`config.mk`:
```
export PLATFORM = sky130hd
export DESIGN_NAME = vmid_s2_tlb
export DESIGN_NICKNAME = d
export VERILOG_FILES = /design/src/rtl/s2tlb_pkg.sv /design/src/rtl/s2tlb_cam.sv /design/src/rtl/s2tlb_victim.sv /design/src/rtl/vmid_s2_tlb.sv
export SDC_FILE = /design/constraint.sdc
export NUM_CORES = 2
export LEC_CHECK = 0
export BUFFER_PORTS_ARGS = -buffer_cell sky130_fd_sc_hd__buf_2
export CAP_MARGIN = 20
export CORE_UTILIZATION = 45
export CTS_CLUSTER_DIAMETER = 80
export DETAILED_ROUTE_END_ITERATION = 6
export MAX_ROUTING_LAYER = met4
export PLACE_DENSITY = 0.72
export SYNTH_ARGS = -nofsm -noshare
export SYNTH_HDL_FRONTEND = slang
export SYNTH_SLANG_ARGS = --single-unit
```
`constraint.sdc`:
```
create_clock -name clk -period 7.2 [get_ports clk]
set_input_delay 1.44 -clock clk [delete_from_list [all_inputs] [get_ports clk]]
set_output_delay 1.44 -clock clk [all_outputs]
set_load 0.03 [all_outputs]
```
`src/rtl/s2tlb_pkg.sv`:
```
package s2tlb_pkg;
  parameter int IPA_W    = 40;
  parameter int PA_W     = 40;
  parameter int PAGE_W   = 12;
  parameter int VMID_W   = 8;
  parameter int BASE_W   = 64;
  parameter int VMID_LSB = 48;
  localparam int TAG_W = IPA_W - PAGE_W;
  localparam int PPN_W = PA_W - PAGE_W;
endpackage

```
`src/rtl/s2tlb_cam.sv`:
```
module s2tlb_cam #(
  parameter int N      = 16,
  parameter int TAG_W  = 28,
  parameter int VMID_W = 8
) (
  input  logic [N-1:0]             vld,
  input  logic [N-1:0][TAG_W-1:0]  tags,
  input  logic [N-1:0][VMID_W-1:0] vmids,
  input  logic [TAG_W-1:0]         key_tag,
  input  logic [VMID_W-1:0]        key_vmid,
  output logic [N-1:0]             hit
);
  // One comparator per entry; the identifier is always part of the key.
  for (genvar g = 0; g < N; g++) begin : g_cmp
    assign hit[g] = vld[g] && (tags[g] == key_tag) && (vmids[g] == key_vmid);
  end
endmodule

```
`src/rtl/s2tlb_victim.sv`:
```
module s2tlb_victim #(
  parameter int N = 16,
  localparam int IW = $clog2(N)
) (
  input  logic          clk,
  input  logic          rst_n,
  input  logic [N-1:0]  ent_vld,
  input  logic [N-1:0]  dup_hit,
  input  logic          alloc,
  output logic [IW-1:0] sel_idx
);
  logic [IW-1:0] rr_q, rr_d;
  logic          use_rr;

  always_comb begin
    sel_idx = rr_q;
    for (int i = N - 1; i >= 0; i--) begin
      if (!ent_vld[i]) sel_idx = IW'(i);
    end
    for (int i = 0; i < N; i++) begin
      if (dup_hit[i]) sel_idx = IW'(i);
    end
    use_rr = !(|dup_hit) && (&ent_vld);
  end

  always_comb begin
    rr_d = rr_q;
    if (alloc && use_rr) begin
      rr_d = (rr_q == IW'(N - 1)) ? '0 : rr_q + IW'(1);
    end
  end

  always_ff @(posedge clk or negedge rst_n) begin
    if (!rst_n) rr_q <= '0;
    else        rr_q <= rr_d;
  end
endmodule

```
`src/rtl/vmid_s2_tlb.sv`:
```
module vmid_s2_tlb
  import s2tlb_pkg::*;
#(
  parameter int NUM_ENT = 16
) (
  input  logic              clk,
  input  logic              rst_n,
  input  logic [BASE_W-1:0] vttb_base,
  input  logic              lu_valid,
  input  logic [IPA_W-1:0]  lu_ipa,
  input  logic              lu_write,
  output logic              rsp_valid,
  output logic              rsp_hit,
  output logic              rsp_fault,
  output logic [PA_W-1:0]   rsp_pa,
  output logic              walk_req,
  output logic [IPA_W-1:0]  walk_ipa,
  output logic [VMID_W-1:0] walk_vmid,
  input  logic              fill_valid,
  input  logic [IPA_W-1:0]  fill_ipa,
  input  logic [VMID_W-1:0] fill_vmid,
  input  logic [PA_W-1:0]   fill_pa,
  input  logic              fill_rd,
  input  logic              fill_wr,
  input  logic              inv_all,
  input  logic              inv_vmid_valid,
  input  logic [VMID_W-1:0] inv_vmid
);
  localparam int IW = $clog2(NUM_ENT);

  // Reset: asserted asynchronously, released on the clock
  logic [1:0] rst_pipe;
  logic       rst_sync_n;
  always_ff @(posedge clk or negedge rst_n) begin
    if (!rst_n) rst_pipe <= 2'b00;
    else        rst_pipe <= {rst_pipe[0], 1'b1};
  end
  assign rst_sync_n = rst_pipe[1];

  // Entry storage
  logic [NUM_ENT-1:0]             vld_q, vld_d, we;
  logic [NUM_ENT-1:0][TAG_W-1:0]  tag_q;
  logic [NUM_ENT-1:0][VMID_W-1:0] vmid_q;
  logic [NUM_ENT-1:0][PPN_W-1:0]  ppn_q;
  logic [NUM_ENT-1:0]             rd_q, wr_q;

  logic [VMID_W-1:0] cur_vmid;
  assign cur_vmid = vttb_base[VMID_LSB +: VMID_W];

  // Lookup and fill matching
  logic [NUM_ENT-1:0] lu_match, fill_match;
  logic [IW-1:0]      vic_idx;
  logic               fill_go;

  s2tlb_cam #(.N(NUM_ENT), .TAG_W(TAG_W), .VMID_W(VMID_W)) u_lu_cam (
    .vld(vld_q), .tags(tag_q), .vmids(vmid_q),
    .key_tag(lu_ipa[IPA_W-1:PAGE_W]), .key_vmid(cur_vmid), .hit(lu_match)
  );

  s2tlb_cam #(.N(NUM_ENT), .TAG_W(TAG_W), .VMID_W(VMID_W)) u_fill_cam (
    .vld(vld_q), .tags(tag_q), .vmids(vmid_q),
    .key_tag(fill_ipa[IPA_W-1:PAGE_W]), .key_vmid(fill_vmid), .hit(fill_match)
  );

  assign fill_go = fill_valid && !inv_all && !inv_vmid_valid;

  s2tlb_victim #(.N(NUM_ENT)) u_victim (
    .clk(clk), .rst_n(rst_sync_n), .ent_vld(vld_q), .dup_hit(fill_match),
    .alloc(fill_go), .sel_idx(vic_idx)
  );

  // Entry next state: invalidates take precedence over fills
  always_comb begin
    vld_d = vld_q;
    we    = '0;
    if (inv_all) begin
      vld_d = '0;
    end else if (inv_vmid_valid) begin
      for (int i = 0; i < NUM_ENT; i++) begin
        if (vmid_q[i] == inv_vmid) vld_d[i] = 1'b0;
      end
    end else if (fill_valid) begin
      vld_d[vic_idx] = 1'b1;
      we[vic_idx]    = 1'b1;
    end
  end

  always_ff @(posedge clk or negedge rst_sync_n) begin
    if (!rst_sync_n) vld_q <= '0;
    else             vld_q <= vld_d;
  end

  always_ff @(posedge clk) begin
    for (int i = 0; i < NUM_ENT; i++) begin
      if (we[i]) begin
        tag_q[i]  <= fill_ipa[IPA_W-1:PAGE_W];
        vmid_q[i] <= fill_vmid;
        ppn_q[i]  <= fill_pa[PA_W-1:PAGE_W];
        rd_q[i]   <= fill_rd;
        wr_q[i]   <= fill_wr;
      end
    end
  end

  // Read-out of the (at most one) matching entry
  logic [PPN_W-1:0] sel_ppn;
  logic             sel_rd, sel_wr, lu_any, perm_ok;
  always_comb begin
    sel_ppn = '0;
    sel_rd  = 1'b0;
    sel_wr  = 1'b0;
    for (int i = 0; i < NUM_ENT; i++) begin
      if (lu_match[i]) begin
        sel_ppn = sel_ppn | ppn_q[i];
        sel_rd  = sel_rd | rd_q[i];
        sel_wr  = sel_wr | wr_q[i];
      end
    end
    lu_any  = |lu_match;
    perm_ok = lu_write ? sel_wr : sel_rd;
  end

  // Response next state
  logic              rsp_valid_d, rsp_hit_d, rsp_fault_d, walk_req_d;
  logic [PA_W-1:0]   rsp_pa_d;
  logic [IPA_W-1:0]  walk_ipa_d;
  logic [VMID_W-1:0] walk_vmid_d;
  always_comb begin
    rsp_valid_d = lu_valid;
    rsp_hit_d   = lu_valid && lu_any;
    rsp_fault_d = lu_valid && lu_any && !perm_ok;
    rsp_pa_d    = (lu_valid && lu_any && perm_ok) ? {sel_ppn, lu_ipa[PAGE_W-1:0]} : '0;
    walk_req_d  = lu_valid && !lu_any;
    walk_ipa_d  = walk_req_d ? lu_ipa : '0;
    walk_vmid_d = walk_req_d ? cur_vmid : '0;
  end

  always_ff @(posedge clk or negedge rst_sync_n) begin
    if (!rst_sync_n) begin
      rsp_valid <= 1'b0;
      rsp_hit   <= 1'b0;
      rsp_fault <= 1'b0;
      rsp_pa    <= '0;
      walk_req  <= 1'b0;
      walk_ipa  <= '0;
      walk_vmid <= '0;
    end else begin
      rsp_valid <= rsp_valid_d;
      rsp_hit   <= rsp_hit_d;
      rsp_fault <= rsp_fault_d;
      rsp_pa    <= rsp_pa_d;
      walk_req  <= walk_req_d;
      walk_ipa  <= walk_ipa_d;
      walk_vmid <= walk_vmid_d;
    end
  end
endmodule

```
Word-level counts from Yosys, hierarchy flattened
Cells that the tools add are included.

word-level totals
  word-level logic and storage cells = 458
  bits in registers = 1,170
  output and inout port bits = 92
  input bits = 209

operators by class
  add/subtract/negate cells = 1
  equal/unequal tests = 97
  order comparisons = 2
  bitwise gates (word level) = 46
  reductions and logical operators = 98
  multiplexer cells = 109

operator list
  kind                                                         count
  == test 28 bit                                               32
  two-way mux 28 bit                                           16
  OR 28 bit                                                    15
  == test 8 bit                                                48
  two-way mux 4 bit                                            33
  two-way mux 16 bit                                           6
  two-way mux 40 bit                                           2
  logical AND 1 bit                                            73
  two-way mux 1 bit                                            50
  inequality test 3 x 2 -> 1 bit (second input constant)       16
  AND reduction 2 bit                                          16
  OR reduction 16 bit                                          2
  OR 1 bit                                                     30
  OR 16 bit                                                    1
  AND reduction 16 bit                                         1
  two-way mux 8 bit                                            1
  zero test 1 bit                                              5
  less-than comparator 4 x 5 -> 1 bit (second input constant)  1
  adder 4 x 1 -> 4 bit (second input constant)                 1
  demux 1 bit (select 4 bit)                                   1
  == test 4 bit (second input constant)                        1
  >= comparator 4 x 1 -> 1 bit (second input constant)         1
  nonzero test 3 bit                                           1

Depth between registers and ports, before layout
  depth in word-level cells = 40
  depth in mapped cells = 13
  depth with buffers taken out = 9

By module
A second synthesis with hierarchy kept.

unflattened totals
  cells, all modules = 3,699
  area, all modules = 54,766.3 µm²

modules (own cells, without submodules)
  module        area an instance (µm²)  sequential area each (µm²)  cells an instance  times used
  vmid_s2_tlb   39,616.7                34,463.1                    1,901              1
  s2tlb_cam     7,273.2                 0.0                         861                2
  s2tlb_victim  603.1                   100.1                       76                 1

Worst setup path before layout
OpenSTA, ideal clock, no wires.

  path type = input to register
  start point = in fill_ipa[37]
  end point = reg ppn_q[280] in the netlist's numbering (enable)
  path buffers = 2
  required time = 6.629 ns
  arrival time = 8.152 ns
  slack = -1.524 ns
  library setup time = 0.571 ns
  cell stages on the path = 11
  path through = buf_4 xor2_1 nor4b_2 nand4_1 or4_4 and2_0 a221o_1 nor4_4 nor2_2 buf_6 nor3_1

between the ends
  longest elaborated chain between the ends = 26
  elaborated cells on any way between the ends = 72
  classes of those cells = order compare: 2; eq/ne: 16; mux: 21; reduce/logical: 33

RTL lines
  item                                                                                                       RTL line            RTL
  start, declared                                                                                            vmid_s2_tlb.sv:20   input logic [IPA_W-1:0] fill_ipa,
  == test 28 bit                                                                                             s2tlb_cam.sv:15     assign hit[g] = vld[g] && (tags[g] == key_tag) && (vmids[g] == key_vmid);
  logical AND 1 bit (2 in a row)                                                                             s2tlb_cam.sv:15
  two-way mux 4 bit (15 in a row)                                                                            s2tlb_victim.sv:21  if (dup_hit[i]) sel_idx = IW'(i);
  two-way mux 4 bit *                                                                                        s2tlb_victim.sv:21
  less-than comparator 4 x 5 -> 1 bit (not written as such) or >= comparator 4 x 1 -> 1 bit (tied branches)  vmid_s2_tlb.sv:84   we[vic_idx] = 1'b1;
  logical AND 1 bit (not written as such)                                                                    vmid_s2_tlb.sv:84
  two-way mux 1 bit (not written as such)                                                                    vmid_s2_tlb.sv:84
  demux 1 bit (select 4 bit) *                                                                               vmid_s2_tlb.sv:84
  two-way mux 16 bit *                                                                                       vmid_s2_tlb.sv:82   end else if (fill_valid) begin
  two-way mux 16 bit *                                                                                       vmid_s2_tlb.sv:78   end else if (inv_vmid_valid) begin
  two-way mux 16 bit *                                                                                       vmid_s2_tlb.sv:76   if (inv_all) begin
  named net we[10]                                                                                           vmid_s2_tlb.sv:41   logic [NUM_ENT-1:0] vld_q, vld_d, we;
  end signal, assigned by index                                                                              vmid_s2_tlb.sv:98   ppn_q[i] <= fill_pa[PA_W-1:PAGE_W];
  end, declared                                                                                              vmid_s2_tlb.sv:44   logic [NUM_ENT-1:0][PPN_W-1:0] ppn_q;

The timed path passes the listed nets; every way through them passes the cells marked *.
A chain may end at the register's enable or synchronous reset.

Worst setup path in the final report
  start point = in fill_ipa[34]
  end point = reg tag_q[383] in the netlist's numbering (enable)

between the ends
  longest elaborated chain between the ends = 26
  elaborated cells on any way between the ends = 72
  classes of those cells = order compare: 2; eq/ne: 16; mux: 21; reduce/logical: 33

RTL lines
  item                                                                                                       RTL line            RTL
  == test 28 bit                                                                                             s2tlb_cam.sv:15
  logical AND 1 bit (2 in a row)                                                                             s2tlb_cam.sv:15
  two-way mux 4 bit (15 in a row)                                                                            s2tlb_victim.sv:21
  two-way mux 4 bit *                                                                                        s2tlb_victim.sv:21
  less-than comparator 4 x 5 -> 1 bit (not written as such) or >= comparator 4 x 1 -> 1 bit (tied branches)  vmid_s2_tlb.sv:84
  logical AND 1 bit (not written as such)                                                                    vmid_s2_tlb.sv:84
  two-way mux 1 bit (not written as such)                                                                    vmid_s2_tlb.sv:84
  demux 1 bit (select 4 bit) *                                                                               vmid_s2_tlb.sv:84
  two-way mux 16 bit *                                                                                       vmid_s2_tlb.sv:82
  two-way mux 16 bit *                                                                                       vmid_s2_tlb.sv:78
  two-way mux 16 bit *                                                                                       vmid_s2_tlb.sv:76
  named net we[13]                                                                                           vmid_s2_tlb.sv:41
  end signal, assigned by index                                                                              vmid_s2_tlb.sv:96   tag_q[i] <= fill_ipa[IPA_W-1:PAGE_W];
  end, declared                                                                                              vmid_s2_tlb.sv:42   logic [NUM_ENT-1:0][TAG_W-1:0] tag_q;

Marks and branches as above.

==> qor.txt <==
Status - completed
# IOs - 301
Largest net degree at the start of global routing - 67
Hpwl dp - 128000 um
Hold_ws - 0.347 ns
First-pass DRT Iterations - 5
Top-area cell type share of the netlist area - 57.5%
Number of distinct library cells after synthesis - 80
First-pass GRT wire length - 282000 um
Layout cells sized above 1 - 15.4%
Max Fclk - 175 MHz
Clk slew on worst S/H paths - 0.05 ns
Cells after DPL - 5708
Vias in the first global route - 36700
Worst Slack Setup Final - 1.48 ns
Slew Viols, Final - 0
Critical path type - primary input to flop
Number of synthesized flops with an enable pin - 1056
Top cells by area, synth - edfxtp_1, xor2_1, dfrtp_1
Setup Skew - 0.0953 ns
Net Count, Synth - 4108
Worst Path Arrival - 6.10 ns
Post-synthesis cell count - 3898
Critical path startpoint category - primary input
Num CTS Buffers - 117
PortBufs - 220
Post_cts resized - 0
Clock power share - 42.3%
Sink Count - 1170
DR vias/cell - 6.42
GR Overflow Total - 0
Final nets - 4413
Die Ht - 352 um
Slowest stage delay, CP - 0.68 ns
Rel. slew slack - 16.4%
Min-Delay Path Class - flop to flop
Comb power frac - 7.6%
Die W - 352 um
Most used cell, CP - buf_4
CP Capture Type - flop
Skew-Pair Late Insertion Delay - 0.82 ns
Initial core utilization - 45.3%
CTS tree - done
Initial antenna violation count - 11
Sum Neg Setup Slack - 0 ns
Clk buf depth - 3
GRT Util Overall - 33.3%
Ys flop type - edfxtp_1
Post-synth top area cell - edfxtp_1
Syn-to-layout area delta - 14.3%
Worst VDD drop - 260 uV
Worst slack at placement - 0.958 ns
Cell leakage power - 21.5 nW
Antenna Nets Post-Route - 0
Detailed Route Iter0 Violations - 5872
Critical Path Slowest Stage Cell - or2_1
Finish-stage setup viols - 0
WL per Instance - 34.5 um
CP Max Fanout - 36
NetSw - 3.63 mW
Syn Area/Cell - 14.2 um^2
Post-synth ARST share - 9.74%
Synthesis-stage register bit count - 1170
Sequential fraction of the synthesis area - 62.6%
Crit path required time - 7.58 ns
Cell area after layout - 0.0631 mm^2
Non-Filler Instances - 5940
Core area - 0.122 mm^2
# Post-CTS Setup Buffers - 0
Die footprint - 0.124 mm^2
Sequential Power Share - 50.0%
Max-cap check violation count - 0
Vias - 38100
Period minus WS final - 5.72 ns
Unrepaired setup endpoints after global routing - no
PD cells - 236 mW/mm^2
P_int - 11.3 mW
Mapped Area - 0.0552 mm^2
Placed cell areas - 0.0591 mm^2
DRC viols - 0
Critical Path, Cell by Cell - buf_2 -> buf_4 -> buf_4 -> xor2_1 -> nor4_1 -> nand4_1 -> nor4_1 -> buf_4 -> a221o_1 -> a41oi_1 -> or2_1 -> nor3_4 -> buf_4
H-tree Lvls - 3
Sw Share - 24.4%
Worst-margin pin slew - 1.25 ns
WL final - 205000 um
Hold Buf Count CTS - 0
GPL Wtd Cong - 1.04
Yosys warnings - 0
Final period utilization - 79.4%
R2R Setup Slk - 2.51 ns
Clk root buf - clkbuf_16
Hold Vio Cnt, Final - 0
Row cnt - 128
-- path summary, 6_finish.rpt --
path / endpoint / start / depth (start not counted)
max in group asynchronous: walk_ipa[19] / rst_pipe[1] / 1
min: rst_pipe[1] / rst_pipe[0] / 0
max reg2reg: tag_q[383] / vmid_q[124] / 10
min in group asynchronous: rst_pipe[1] / rst_n / 1
min reg2reg: rst_pipe[1] / rst_pipe[0] / 0
max: tag_q[383] / fill_ipa[34] / 13
-- worst max-delay path, delay by kind of cell --
family | cells | cell delay, ns
buffers and inverters | 5 | 1.90
XOR/XNOR | 1 | 0.12
AND/OR/NAND/NOR | 5 | 2.15
AO/OA/AOI/OAI | 2 | 0.45
-- layout make-up --
cell class	instances	area, um^2
sequential	1170	34600
tap	1625	2030
clock inverter	68	821
clock buffer	152	3140
inverter	49	184
multi-input combinational	2447	19400
timing repair buffer	418	2940
antenna	11	27.5
fill	10000	58600
-- cell usage in the layout, fill, tap and decap left out, types with 8 or more instances in the layout --
master     instances
edfxtp_1        1056
xor2_1           964
nor4_1           289
xnor2_1          275
buf_2            220
nand4_1          181
buf_4            170
clkbuf_16        118
a221oi_1         115
dfrtp_1          113
a22o_1           112
nor3_1            58
and3_1            53
inv_1             49
nand3_1           48
nand2_1           44
nand2b_1          36
clkbuf_1          28
buf_12            28
a41oi_2           26
nor2_1            24
clkinv_1          22
nor3_2            20
clkinv_2          17
o21ai_0           15
nand3b_1          15
a22oi_1           13
o31ai_1           12
bufinv_16         12
diode_2           11
or4_1             10
nor2b_1           10
a21oi_1            9
nor4b_1            8
-- synthesized netlist by cell type (3+ instances only) --
master / count
a21boi_0: 4
a21oi_1: 9
a221oi_1: 115
a222oi_1: 4
a22o_1: 112
a22oi_1: 13
a31oi_1: 3
a41oi_2: 26
and3_1: 53
buf_1: 14
buf_2: 98
buf_4: 19
buf_6: 22
clkbuf_1: 79
dfrtp_1: 114
edfxtp_1: 1056
inv_1: 49
nand2_1: 44
nand2b_1: 36
nand3_1: 48
nand3b_1: 15
nand4_1: 181
nand4b_1: 6
nor2_1: 28
nor2b_1: 10
nor3_1: 80
nor4_1: 291
nor4b_1: 8
nor4bb_1: 3
o2111ai_1: 5
o211ai_1: 6
o21a_1: 5
o21ai_0: 15
o21ai_1: 3
o22ai_1: 7
o31ai_1: 12
o41ai_1: 3
or4_1: 10
xnor2_1: 275
xor2_1: 964
-- power groups by stage --
| stage | registers, mW | clock network [mW] | logic, mW |
|---|---|---|---|
| 2_1_floorplan | 7.63 | 0 | 0.518 |
| 3_3_place_gp | 7.60 | 0 | 1.08 |
| 3_5_place_dp | 7.60 | 0 | 1.09 |
| 4_1_cts | 7.46 | 6.34 | 1.09 |
| 5_1_grt | 7.46 | 6.58 | 1.15 |
| 6_report | 7.46 | 6.31 | 1.14 |
-- kinds of logic (layout without fill, tap and decap cells) --
kind of cell             count (synthesis)  in the layout  synth area share (%)
AO/OA/AOI/OAI                          364            364                  5.83
XOR/XNOR                              1239           1239                  19.7
adder cells (fa/ha/maj)                  1              1                0.0227
buffers and inverters                  281            687                  2.56
flip-flops                            1170           1170                  62.6
multiplexers                             1              1                0.0204
other                                    1             12               0.00680
AND/OR/NAND/NOR                        841            841                  9.25
-- registers in the layout (all words and copies together) (netlist names) --
name,count
rsp_pa,40
rst_pipe,2
rsp_valid,1
walk_ipa,40
tag_q,448
wr_q,16
walk_vmid,8
rd_q,16
rsp_fault,1
vmid_q,128
walk_req,1
rsp_hit,1
ppn_q,448
u_victim.rr_q,4
vld_q,16
-- per-stage QoR --
stage | power, mW | util [%]
3_3_place_gp | 8.68 | 48.5
6_report | 14.9 | 51.8
5_1_grt | 15.2 | 51.8
4_1_cts | 14.9 | 51.8
2_1_floorplan | 8.15 | -
3_5_place_dp | 8.69 | 48.5
-- layer usage --
| layer | GRT usage, % | vias up | wire (um) |
|---|---|---|---|
| met4 | 18.9 | 0 | 14500 |
| met2 | 50.5 | 2995 | 91900 |
| li1 | - | 15400 | - |
| met3 | 7.09 | 734 | 24500 |
| met5 | - | - | 0 |
| met1 | 41.3 | 19000 | 73800 |
No activity file was read; power rests on OpenSTA's default activity.
